## config.mk

```make
export PLATFORM = sky130hd
export DESIGN_NAME = mc_recon
export DESIGN_NICKNAME = d
export VERILOG_FILES = /design/src/rtl/mcr_pkg.sv /design/src/rtl/mcr_fifo.sv /design/src/rtl/mcr_fetch.sv /design/src/rtl/mc_recon.sv
export SDC_FILE = /design/constraint.sdc
export NUM_CORES = 1
export LEC_CHECK = 0
export BUFFER_PORTS_ARGS = -buffer_cell sky130_fd_sc_hd__buf_2
export CELL_PAD_IN_SITES_DETAIL_PLACEMENT = 0
export CELL_PAD_IN_SITES_GLOBAL_PLACEMENT = 1
export CORE_MARGIN = 2
export CORE_UTILIZATION = 48
export CTS_BUF_LIST = sky130_fd_sc_hd__clkbuf_8
export DETAILED_ROUTE_END_ITERATION = 7
export GPL_ROUTABILITY_DRIVEN = 0
export PLACE_DENSITY = 0.88
export SYNTH_ARGS = -nofsm -noshare
export SYNTH_HDL_FRONTEND = slang
export SYNTH_SLANG_ARGS = --single-unit
```

## constraint.sdc

```tcl
create_clock -name clk -period 5.6 [get_ports clk]
set_clock_uncertainty 0.1 [all_clocks]
set_input_delay 0.84 -clock clk [delete_from_list [all_inputs] [get_ports clk]]
set_output_delay 0.84 -clock clk [all_outputs]
set_load 0.02 [all_outputs]
```

## src/rtl/mcr_pkg.sv

```systemverilog
`timescale 1ns/1ps
// Shared widths and the saturating arithmetic of the reconstruction path.
// Assumes 16-bit two's-complement residuals and 8-bit unsigned pixels.
package mcr_pkg;
    localparam int RES_W = 16;
    localparam int PIX_W = 8;

    // Saturate a raw residual to the signed 9-bit range -256..255.
    function automatic logic signed [9:0] sat_res(input logic signed [RES_W-1:0] r);
        if (r > 16'sd255)
            return 10'sd255;
        else if (r < -16'sd256)
            return -10'sd256;
        else
            return r[9:0];
    endfunction

    // Add a saturated residual to a prediction and saturate to 0..255.
    function automatic logic [PIX_W-1:0] add_pix(input logic [PIX_W-1:0] p,
                                                 input logic signed [9:0] r);
        logic signed [10:0] s;
        s = $signed({3'b000, p}) + $signed({r[9], r});
        if (s < 11'sd0)
            return 8'd0;
        else if (s > 11'sd255)
            return 8'hFF;
        else
            return s[7:0];
    endfunction
endpackage

```

## src/rtl/mcr_fifo.sv

```systemverilog
`timescale 1ns/1ps
// Small synchronous FIFO that holds prefetched residuals.
// Assumes the writer never pushes into a full FIFO and the reader never
// pops an empty one; both are guarded by assertions.
module mcr_fifo #(
    parameter int W     = 16,
    parameter int DEPTH = 4,
    localparam int CW   = $clog2(DEPTH + 1),
    localparam int PW   = (DEPTH > 1) ? $clog2(DEPTH) : 1
) (
    input  logic          clk,
    input  logic          rst_n,
    input  logic          push,
    input  logic [W-1:0]  push_data,
    input  logic          pop,
    output logic [W-1:0]  head,
    output logic          empty,
    output logic [CW-1:0] count
);
    logic [W-1:0]  mem [DEPTH];
    logic [PW-1:0] wr_ptr, rd_ptr;

    // Store the pushed word.
    always_ff @(posedge clk) begin
        if (push) mem[wr_ptr] <= push_data;
    end

    // Advance the pointers and the occupancy count.
    always_ff @(posedge clk) begin
        if (!rst_n) begin
            wr_ptr <= '0;
            rd_ptr <= '0;
            count  <= '0;
        end else begin
            if (push) wr_ptr <= (wr_ptr == PW'(DEPTH - 1)) ? '0 : wr_ptr + 1'b1;
            if (pop)  rd_ptr <= (rd_ptr == PW'(DEPTH - 1)) ? '0 : rd_ptr + 1'b1;
            count <= count + CW'(push) - CW'(pop);
        end
    end

    assign head  = mem[rd_ptr];
    assign empty = (count == '0);

    // prefetch must never overrun the FIFO.
    a_r9_no_overflow: assert property (@(posedge clk) disable iff (!rst_n)
        push |-> (count < CW'(DEPTH)) || pop);
    // the consumer only pops what was prefetched.
    a_r9_no_underflow: assert property (@(posedge clk) disable iff (!rst_n)
        pop |-> (count != '0));
endmodule

```

## src/rtl/mcr_fetch.sv

```systemverilog
`timescale 1ns/1ps
// Residual fetcher: walks the 384 sample slots in order. For each coded slot
// it issues a RAM read at base + slot; for each uncoded slot it injects a
// zero. The result reaches the FIFO one cycle later. A read is issued only
// while the FIFO plus the word in flight leave room.
// Assumes the RAM has a one-cycle read latency.
module mcr_fetch #(
    parameter int NUM_BLK     = 6,
    parameter int BLK_SAMPLES = 64,
    parameter int AW          = 10,
    parameter int DEPTH       = 4,
    localparam int CW         = $clog2(DEPTH + 1),
    localparam int TOTAL      = NUM_BLK * BLK_SAMPLES,
    localparam int IW         = $clog2(TOTAL),
    localparam int SH         = $clog2(BLK_SAMPLES),
    localparam int BW         = $clog2(NUM_BLK)
) (
    input  logic                      clk,
    input  logic                      rst_n,
    input  logic                      go,
    input  logic [NUM_BLK-1:0]        coded_map,
    input  logic [AW-1:0]             base,
    input  logic [CW-1:0]             fifo_cnt,
    input  logic [mcr_pkg::RES_W-1:0] ram_rdata,
    output logic                      ram_rd_en,
    output logic [AW-1:0]             ram_addr,
    output logic                      push,
    output logic [mcr_pkg::RES_W-1:0] push_data
);
    logic          fetching;
    logic [IW-1:0] fidx;
    logic          s1_valid, s1_zero;
    logic [BW-1:0] blk;
    logic          coded, room, issue;
    logic [CW:0]   occ;

    assign blk   = BW'(fidx >> SH);
    assign coded = coded_map[blk];
    assign occ   = (CW+1)'(fifo_cnt) + (CW+1)'(s1_valid);
    assign room  = occ < (CW+1)'(DEPTH);
    assign issue = fetching && room;

    assign ram_rd_en = issue && coded;
    assign ram_addr  = base + AW'(fidx);

    // Step through the sample slots and track the word in flight.
    always_ff @(posedge clk) begin
        if (!rst_n) begin
            fetching <= 1'b0;
            fidx     <= '0;
            s1_valid <= 1'b0;
            s1_zero  <= 1'b0;
        end else begin
            s1_valid <= issue;
            s1_zero  <= !coded;
            if (go) begin
                fetching <= 1'b1;
                fidx     <= '0;
            end else if (issue) begin
                fidx <= fidx + 1'b1;
                if (fidx == IW'(TOTAL - 1)) fetching <= 1'b0;
            end
        end
    end

    assign push      = s1_valid;
    assign push_data = s1_zero ? '0 : ram_rdata;

    // consecutive reads inside one block step by exactly one word.
    a_r3_addr_step: assert property (@(posedge clk) disable iff (!rst_n)
        ram_rd_en && $past(ram_rd_en) && $past(issue) && ((ram_addr - base) % AW'(BLK_SAMPLES) != '0)
        |-> ram_addr == $past(ram_addr) + 1'b1);
endmodule

```

## src/rtl/mc_recon.sv

```systemverilog
`timescale 1ns/1ps
// Top of the residual reconstruction block. It latches the pattern and base
// on an accepted start, lets the fetcher prefetch residuals into the FIFO,
// and pairs each FIFO head with one predicted pixel to form an output pixel.
// Assumes predictions arrive in sample order with a correct block tag.
module mc_recon #(
    parameter int NUM_BLK     = 6,
    parameter int BLK_SAMPLES = 64,
    parameter int AW          = 10,
    parameter int FIFO_DEPTH  = 4,
    localparam int TOTAL      = NUM_BLK * BLK_SAMPLES,
    localparam int IW         = $clog2(TOTAL),
    localparam int SH         = $clog2(BLK_SAMPLES),
    localparam int BW         = $clog2(NUM_BLK),
    localparam int CW         = $clog2(FIFO_DEPTH + 1)
) (
    input  logic                      clk,
    input  logic                      rst_n,
    input  logic                      start_i,
    input  logic [NUM_BLK-1:0]        cbp_i,
    input  logic [AW-1:0]             base_i,
    output logic                      ram_rd_en_o,
    output logic [AW-1:0]             ram_addr_o,
    input  logic [mcr_pkg::RES_W-1:0] ram_rdata_i,
    input  logic                      pred_valid_i,
    output logic                      pred_ready_o,
    input  logic [mcr_pkg::PIX_W-1:0] pred_data_i,
    input  logic [BW-1:0]             pred_blk_i,
    output logic                      out_valid_o,
    input  logic                      out_ready_i,
    output logic [mcr_pkg::PIX_W-1:0] out_data_o,
    output logic                      done_o
);
    import mcr_pkg::*;

    logic               busy, go, pop, done_q;
    logic [NUM_BLK-1:0] cbp_q, coded_map;
    logic [AW-1:0]      base_q;
    logic [IW-1:0]      cidx;
    logic [BW-1:0]      cblk;
    logic               push, fifo_empty;
    logic [RES_W-1:0]   push_data, head;
    logic [CW-1:0]      fifo_cnt;

    assign go = start_i && !busy;

    // Reverse the pattern so that block k indexes bit k.
    for (genvar k = 0; k < NUM_BLK; k++) begin : g_map
        assign coded_map[k] = cbp_q[NUM_BLK-1-k];
    end

    // Latch the macroblock set-up and count consumed samples.
    always_ff @(posedge clk) begin
        if (!rst_n) begin
            busy   <= 1'b0;
            cbp_q  <= '0;
            base_q <= '0;
            cidx   <= '0;
            done_q <= 1'b0;
        end else begin
            done_q <= 1'b0;
            if (go) begin
                busy   <= 1'b1;
                cbp_q  <= cbp_i;
                base_q <= base_i;
                cidx   <= '0;
            end else if (pop) begin
                cidx <= cidx + 1'b1;
                if (cidx == IW'(TOTAL - 1)) begin
                    busy   <= 1'b0;
                    done_q <= 1'b1;
                end
            end
        end
    end

    mcr_fetch #(
        .NUM_BLK(NUM_BLK), .BLK_SAMPLES(BLK_SAMPLES), .AW(AW), .DEPTH(FIFO_DEPTH)
    ) i_fetch (
        .clk(clk), .rst_n(rst_n), .go(go), .coded_map(coded_map), .base(base_q),
        .fifo_cnt(fifo_cnt), .ram_rdata(ram_rdata_i), .ram_rd_en(ram_rd_en_o),
        .ram_addr(ram_addr_o), .push(push), .push_data(push_data)
    );

    mcr_fifo #(.W(RES_W), .DEPTH(FIFO_DEPTH)) i_fifo (
        .clk(clk), .rst_n(rst_n), .push(push), .push_data(push_data), .pop(pop),
        .head(head), .empty(fifo_empty), .count(fifo_cnt)
    );

    assign cblk         = BW'(cidx >> SH);
    assign out_valid_o  = busy && pred_valid_i && !fifo_empty;
    assign pred_ready_o = busy && out_ready_i && !fifo_empty;
    assign pop          = pred_valid_i && pred_ready_o;
    assign out_data_o   = add_pix(pred_data_i, sat_res(head));
    assign done_o       = done_q;

    // an uncoded block passes the prediction through unchanged.
    a_r6_uncoded_pass: assert property (@(posedge clk) disable iff (!rst_n)
        out_valid_o && !coded_map[cblk] |-> out_data_o == pred_data_i);
    // the prediction tag names the block currently being rebuilt.
    a_r7_tag_match: assert property (@(posedge clk) disable iff (!rst_n)
        busy && pred_valid_i |-> pred_blk_i == cblk);
    // done lasts one cycle.
    a_r8_done_single: assert property (@(posedge clk) disable iff (!rst_n)
        done_o |=> !done_o);
    // done follows a pixel handshake.
    a_r8_done_after_pop: assert property (@(posedge clk) disable iff (!rst_n)
        $rose(done_o) |-> $past(pop));
    // a start during a busy macroblock leaves the pattern untouched.
    a_r10_start_ignored: assert property (@(posedge clk) disable iff (!rst_n)
        busy && start_i |=> $stable(cbp_q) && $stable(base_q));
endmodule

```

==> results of run 1 <==
## area by class of cell
cell class / instances / area share (%)
Multi-Input combinational cell: 309 / 38.46
Sequential cell: 112 / 47.77
Clock buffer: 9 / 2.053
Timing Repair Buffer: 70 / 5.971
Clock inverter: 7 / 1.057
Antenna cell: 1 / 0.04147
Inverter: 28 / 1.742
Tap cell: 140 / 2.903
## logic make-up (layout without fill, tap and decap cells)
kind of cell | after synthesis | count (layout)
AND/OR/NAND/NOR | 142 | 142
flip-flops | 112 | 112
AO/OA/AOI/OAI | 90 | 90
buffers and inverters | 42 | 114
adder cells (fa/ha/maj) | 31 | 31
XOR/XNOR | 23 | 23
multiplexers | 23 | 23
other | 0 | 1
## worst min-delay path by stage
stage / from / to / slack (ps) / depth (start not counted)
after CTS: cbp_q[4] / cbp_q[4] / 370 / 2
final: cbp_q[3] / cbp_q[3] / 360 / 2
after floorplan: cbp_q[4] / cbp_q[4] / 330 / 2
after global placement: cbp_q[4] / cbp_q[4] / 340 / 2
after global routing: base_q[7] / base_q[7] / 390 / 2
after detailed placement: cbp_q[4] / cbp_q[4] / 350 / 2
## placed cells by master (no fill, tap or decap), types with 6 or more instances in the layout
cell type	instances
a21oi_1	37
and2_1	9
buf_2	66
clkbuf_8	9
dfxtp_1	48
edfxtp_1	64
ha_1	28
inv_1	30
mux2i_1	6
mux4_2	13
nand2_1	43
nand3_1	8
nor2_1	33
nor2b_1	20
nor3_1	7
o21ai_0	10
o21ai_1	12
xnor2_1	11
xor2_1	12
## per-layer routing
| metal | vias up | track usage [%] | part of all wire (%) |
|---|---|---|---|
| li1 | 1827 | - | - |
| met1 | 1768 | 20.84 | 43 |
| met4 | 0 | 6.872 | 1.7 |
| met2 | 80 | 31.83 | 51 |
| met5 | - | 0 | 0 |
| met3 | 13 | 3.023 | 4.3 |
## state kept, by name, indices dropped and copies added (netlist names), 2 cells and up, named ones only
name,flops
base_q,10
cbp_q,6
cidx,9
i_fetch.fidx,9
i_fifo.count,3
i_fifo.mem,64
i_fifo.rd_ptr,2
i_fifo.wr_ptr,2
## through the flow
step | hold WS (ps) | setup WS, ps | total power [mW] | util (%)
6_report | 365.0 | 266.8 | 1.600 | 55.42
4_1_cts | 368.6 | 145.0 | 1.608 | 55.31
2_1_floorplan | 333.1 | 983.8 | 1.083 | -
5_1_grt | 392.0 | 17.61 | 1.668 | 55.40
3_3_place_gp | 343.9 | 635.0 | 1.145 | 53.59
3_5_place_dp | 350.5 | 567.3 | 1.154 | 53.59
## worst reg2reg max path: cells and delay by family, from the launching register on
family / cells / cell delay, ps
XOR/XNOR: 1 / 160
flip-flops: 1 / 400
buffers and inverters: 3 / 340
AO/OA/AOI/OAI: 1 / 420
adder cells (fa/ha/maj): 3 / 840
AND/OR/NAND/NOR: 2 / 230
## power breakdown
group	total (mW)	leakage (nW)	switching [mW]	internal, mW
logic	0.227	1.24	0.136	0.0909
clock network	0.464	0.104	0.260	0.205
registers	0.908	0.977	0.0173	0.891
total	1.60	2.32	0.413	1.19
## what timing repair did
item / in CTS / in global routing
buffers inserted: 0 / 1
endpoints found under the setup margin: 0 / 7
resized for setup: 0 / 2
==> results.sh, run 1 <==
export IMPL_synth_seq_cells=112
export IMPL_clock_sinks=112
export IMPL_synth_common_cells="edfxtp_1 (64), dfxtp_1 (48), nand2_1 (43)"
export IMPL_wl_per_cell_um=14.72
export IMPL_crit_type="reg -> out"
export IMPL_crit_path_max_incr_delay_ps=580
export IMPL_r2r_end="i_fifo.count[2]"
export IMPL_io_buffers=66
export IMPL_period_share_pct=95.24
export IMPL_synth_largest_area_cell="edfxtp_1"
export IMPL_fin_area_sq_mm=0.006035
export IMPL_clkTransAtPathRegs_ps=100
export IMPL_synth_seq_area_share_pct=53.68
export IMPL_syn_area_sq_mm=0.005370
export IMPL_syn_inst=463
export IMPL_layout_drive_gt1_share_pct=19.07
export IMPL_syn_num_nets=542
export IMPL_fmax_mhz=187.5
export IMPL_hold_class="reg -> reg"
export IMPL_slew_violations=0
export IMPL_reg2reg_setup_slack_ps=3000
export IMPL_antenna_found_initial=1
export IMPL_crit_cells=13
export IMPL_crit_arrival_ps=4390
export IMPL_dpl_cell_area_sq_mm=0.005834
export IMPL_setup_viol=0
export IMPL_slew_headroom_pct=20.25
export IMPL_drt_iter0_markers=138
export IMPL_htree_levels=3
export IMPL_hold_violations=0
export IMPL_grt_pass1_vias=3516
export IMPL_via_per_inst=5.456
export IMPL_yosys_area_share_simple_pct=12.95
export IMPL_synth_compound_area_share_pct=10.58
export IMPL_die_area_sq_mm=0.01205
export IMPL_synth_most_common_cell="edfxtp_1"
export IMPL_critical_path_slowest_cell="mux4_2"
export IMPL_cts_tree="yes"
export IMPL_ff2ff_path_depth=10
export IMPL_yosysUniqueCellTypes=55
export IMPL_nNetsFinal=609
export IMPL_synth_top_family_by_area="simple AND/OR/NAND/NOR gates"
export IMPL_grt_max_degree=25
export IMPL_status="complete, no violations"
export IMPL_path_common_cell="o21ai_1"
export IMPL_rows=38
export IMPL_holdBufCountCts=0
export IMPL_cp_num_buf_inv=2
export IMPL_grt_overflow=0
export IMPL_peakVddDrop_uv=131.3
export IMPL_power_density_mw_per_mm2=265.1
export IMPL_fillerInstances=920
export IMPL_clockBufferDepth=2
export IMPL_io_pins=70
export IMPL_die_h_um=109.8
export IMPL_reg2reg_from="i_fifo.count[1]"
export IMPL_synth_mux_area_share_pct=8.248
export IMPL_ys_warn_count=0
export IMPL_cp_end_kind="output port"
export IMPL_vias=3688
export IMPL_clock_latency_ps=370
export IMPL_root_buffer="clkbuf_8"
export IMPL_firstDrtPassIters=4
export IMPL_wirelength_mm=9.948
export IMPL_initial_utilization_pct=49.32
export IMPL_rsz0062_at_grt="no"
export IMPL_hpwl_mm=7.272
export IMPL_crit_family="compound AO/OA/AOI/OAI gates"
export IMPL_cp_start_kind="register"
export IMPL_synth_area_leaders="edfxtp_1 (36%), dfxtp_1 (18%), ha_1 (6.5%), mux4_2 (5.5%), a21oi_1 (3.4%)"
export IMPL_endpoint="out_data_o[5]"
export IMPL_track_usage_pct=17.63
export IMPL_synthDominantCellAreaShare_pct=35.79
export IMPL_grt_pass1_wl_mm=16.26
export IMPL_synth_ff_type="edfxtp_1"
export IMPL_synth_edf_count=64
export IMPL_numCtsBuffers=9
export IMPL_final_setup_tns_ps=0
export IMPL_final_cells=676
export IMPL_area_growth_pct=12.37
export IMPL_async_reset_ff_share_pct=0
export IMPL_cp_required_ps=4660
export IMPL_post_route_drc_count=0
export IMPL_postRouteAntennaNets=0
export IMPL_p_leak_nw=2.319
export IMPL_synth_xor_area_share_pct=3.751
export IMPL_period_minus_slack_ps=5333
export IMPL_numPlacedInstances=658
export IMPL_coreArea_sq_mm=0.01089
export IMPL_worst_path_max_fanout=8
export IMPL_dieWidth_um=109.8
export IMPL_synth_adder_area_share_pct=7.642
export IMPL_seq_area_sq_mm=0.002883
export IMPL_path_cells="mux4_2, or4_4, o41ai_4, buf_4, o21ai_1, ha_1, fa_1, nand3_1, a21boi_0, o21a_1, o21ai_1, o21ai_0, buf_2"
export IMPL_drv_cap=0
export IMPL_multi_input_area_sq_mm=0.002321
export IMPL_worst_slew_pin_slew_ps=1194
export IMPL_avgSynthCellArea_sq_um=11.60
(Power assumes the default switching activity.)
==> inputs of run 2 (changes only) <==
--- a/config.mk
+++ b/config.mk
@@ -9,11 +9,11 @@
 export CELL_PAD_IN_SITES_DETAIL_PLACEMENT = 0
 export CELL_PAD_IN_SITES_GLOBAL_PLACEMENT = 1
 export CORE_MARGIN = 2
-export CORE_UTILIZATION = 48
+export CORE_UTILIZATION = 43
 export CTS_BUF_LIST = sky130_fd_sc_hd__clkbuf_8
 export DETAILED_ROUTE_END_ITERATION = 7
 export GPL_ROUTABILITY_DRIVEN = 0
-export PLACE_DENSITY = 0.88
+export PLACE_DENSITY = 0.84
 export SYNTH_ARGS = -nofsm -noshare
 export SYNTH_HDL_FRONTEND = slang
 export SYNTH_SLANG_ARGS = --single-unit
==> constraint.sdc (replaced) <==
create_clock -name clk -period 4.68 [get_ports clk]
set_clock_uncertainty 0.1 [all_clocks]
set_input_delay 0.702 -clock clk [delete_from_list [all_inputs] [get_ports clk]]
set_output_delay 0.702 -clock clk [all_outputs]
set_load 0.02 [all_outputs]
==> run 2 against run 1 <==
Compared with the run above: non-clock buffer count grew 15; combinational power is 52% higher; global-route usage down 1.1 points; hold slack improved by 3.3 ps; first-iteration DRC count rose by 16%; largest cell class unchanged.
==> results.sh, run 2 (same netlist as run 1, synthesis figures left out) <==
export IMPL_status="complete, no violations"
export IMPL_wl_per_cell_um=14.65
export IMPL_cp_start_kind="register"
export IMPL_power_mw=1.975
export IMPL_vias=3755
export IMPL_die_area_sq_mm=0.01340
export IMPL_drt_iter0_markers=160
export IMPL_grt_pass1_wl_mm=17.43
export IMPL_crit_path_max_incr_delay_ps=560
export IMPL_clockBufferDepth=2
export IMPL_diodes=0
export IMPL_final_setup_tns_ps=0
export IMPL_root_buffer="clkbuf_8"
export IMPL_p_leak_nw=2.424
export IMPL_clock_sinks=112
export IMPL_layout_drive_gt1_share_pct=27.27
export IMPL_rows=40
export IMPL_pre_cts_ws_ps=-13.37
export IMPL_mostFrequentLayoutCells="edfxtp_1 (64), buf_2 (60), dfxtp_1 (46)"
export IMPL_period_minus_slack_ps=4622
export IMPL_dpl_cell_area_sq_mm=0.005907
export IMPL_fillerInstances=1088
export IMPL_fin_area_sq_mm=0.006375
export IMPL_largest_register_ffs=64
export IMPL_dieWidth_um=115.8
export IMPL_worst_slew_pin_slew_ps=1088
export IMPL_grt_overflow=0
export IMPL_crit_arrival_ps=3820
export IMPL_cp_end_kind="output port"
export IMPL_nNetsFinal=624
export IMPL_clock_latency_ps=370
export IMPL_crit_family="simple AND/OR/NAND/NOR gates"
export IMPL_die_h_um=115.8
export IMPL_hold_violations=0
export IMPL_hold_class="reg -> reg"
export IMPL_slew_headroom_pct=27.29
export IMPL_initial_utilization_pct=44.34
export IMPL_holdBufCountCts=0
export IMPL_top_regs="i_fifo.mem (64), base_q (10)"
export IMPL_clkTransAtPathRegs_ps=110
export IMPL_io_pins=70
export IMPL_coreArea_sq_mm=0.01211
export IMPL_firstDrtPassIters=4
export IMPL_crit_type="reg -> out"
export IMPL_track_usage_pct=16.49
export IMPL_drv_cap=0
export IMPL_worst_path_max_fanout=7
export IMPL_slew_violations=0
export IMPL_grt_pass1_vias=3667
export IMPL_area_growth_pct=18.71
export IMPL_power_density_mw_per_mm2=309.8
export IMPL_wirelength_mm=10.52
export IMPL_postRouteAntennaNets=0
export IMPL_period_share_pct=98.76
export IMPL_final_common_cell="edfxtp_1"
export IMPL_top_register="i_fifo.mem"
export IMPL_critical_path_slowest_cell="or4_4"
export IMPL_fmax_mhz=216.4
export IMPL_numPlacedInstances=691
export IMPL_numCtsBuffers=9
export IMPL_cp_required_ps=3880
export IMPL_setup_viol=0
export IMPL_peakVddDrop_uv=163.2
export IMPL_grt_max_degree=25
export IMPL_post_route_drc_count=0
export IMPL_cp_num_buf_inv=2
export IMPL_hpwl_mm=7.531
export IMPL_via_per_inst=5.230
export IMPL_htree_levels=3
export IMPL_cts_tree="yes"
export IMPL_final_cells=718
export IMPL_path_common_cell="or4_4"
export IMPL_worst_slack_ps=57.90
export IMPL_antenna_found_initial=0
export IMPL_path_cells="mux4_2, or4_4, o41ai_4, buf_6, o21ai_1, ha_1, or4_4, o21a_4, nor2_4, o31ai_2, buf_4"
export IMPL_io_buffers=66
export IMPL_rsz0062_at_grt="yes"
## run 2: per-stage QoR
step	hold slack [ps]	util, %
2_1_floorplan	333.1	-
3_3_place_gp	346.8	48.77
3_5_place_dp	355.2	48.77
4_1_cts	370.8	51.32
5_1_grt	393.1	52.63
6_report	368.2	52.63
## run 2: routing by layer
layer	GRT usage (%)	part of all wire (%)	up-vias
li1	-	-	1849
met1	20.27	42	1811
met2	29.86	53	82
met3	2.720	3.9	13
met4	4.921	1.5	0
met5	0	0	-
## run 2: worst paths after layout
path	startpoint	end	slack [ps]	depth (start not counted)
setup / recovery	register	out_data_o[6]	60	11
hold / removal	base_q[6]	base_q[6]	370	2
setup reg to reg	i_fifo.count[1]	i_fifo.count[2]	2040	10
hold reg to reg	base_q[6]	base_q[6]	370	2
## run 2: final cells by class
cell class                      count  area (sq um)  area share (%)
Inverter                           28         105.1           1.649
Clock inverter                      7         68.82           1.079
Clock buffer                        9         123.9           1.943
Tap cell                          168         210.2           3.297
Sequential cell                   112          2888           45.30
Multi-Input combinational cell    309          2465           38.67
Timing Repair Buffer               85         514.2           8.067
## run 2: tightest hold or removal path: stages, from the launching register on
cell and delay (ps):
dfxtp_1 330, nand2_1 50, a21oi_1 50
## run 2: report_power, final
part           total [mW]  internal [mW]  switching, mW
clock               0.544          0.207          0.337
combinational       0.344          0.156          0.188
sequential           1.09           1.07         0.0214
total                1.97           1.43          0.547
## run 2: repair_timing
item,CTS,global route
pin swaps,10,12
setup buffers,8,4
gates resized for setup,23,31
gates cloned,0,0
setup endpoints to repair,8,8
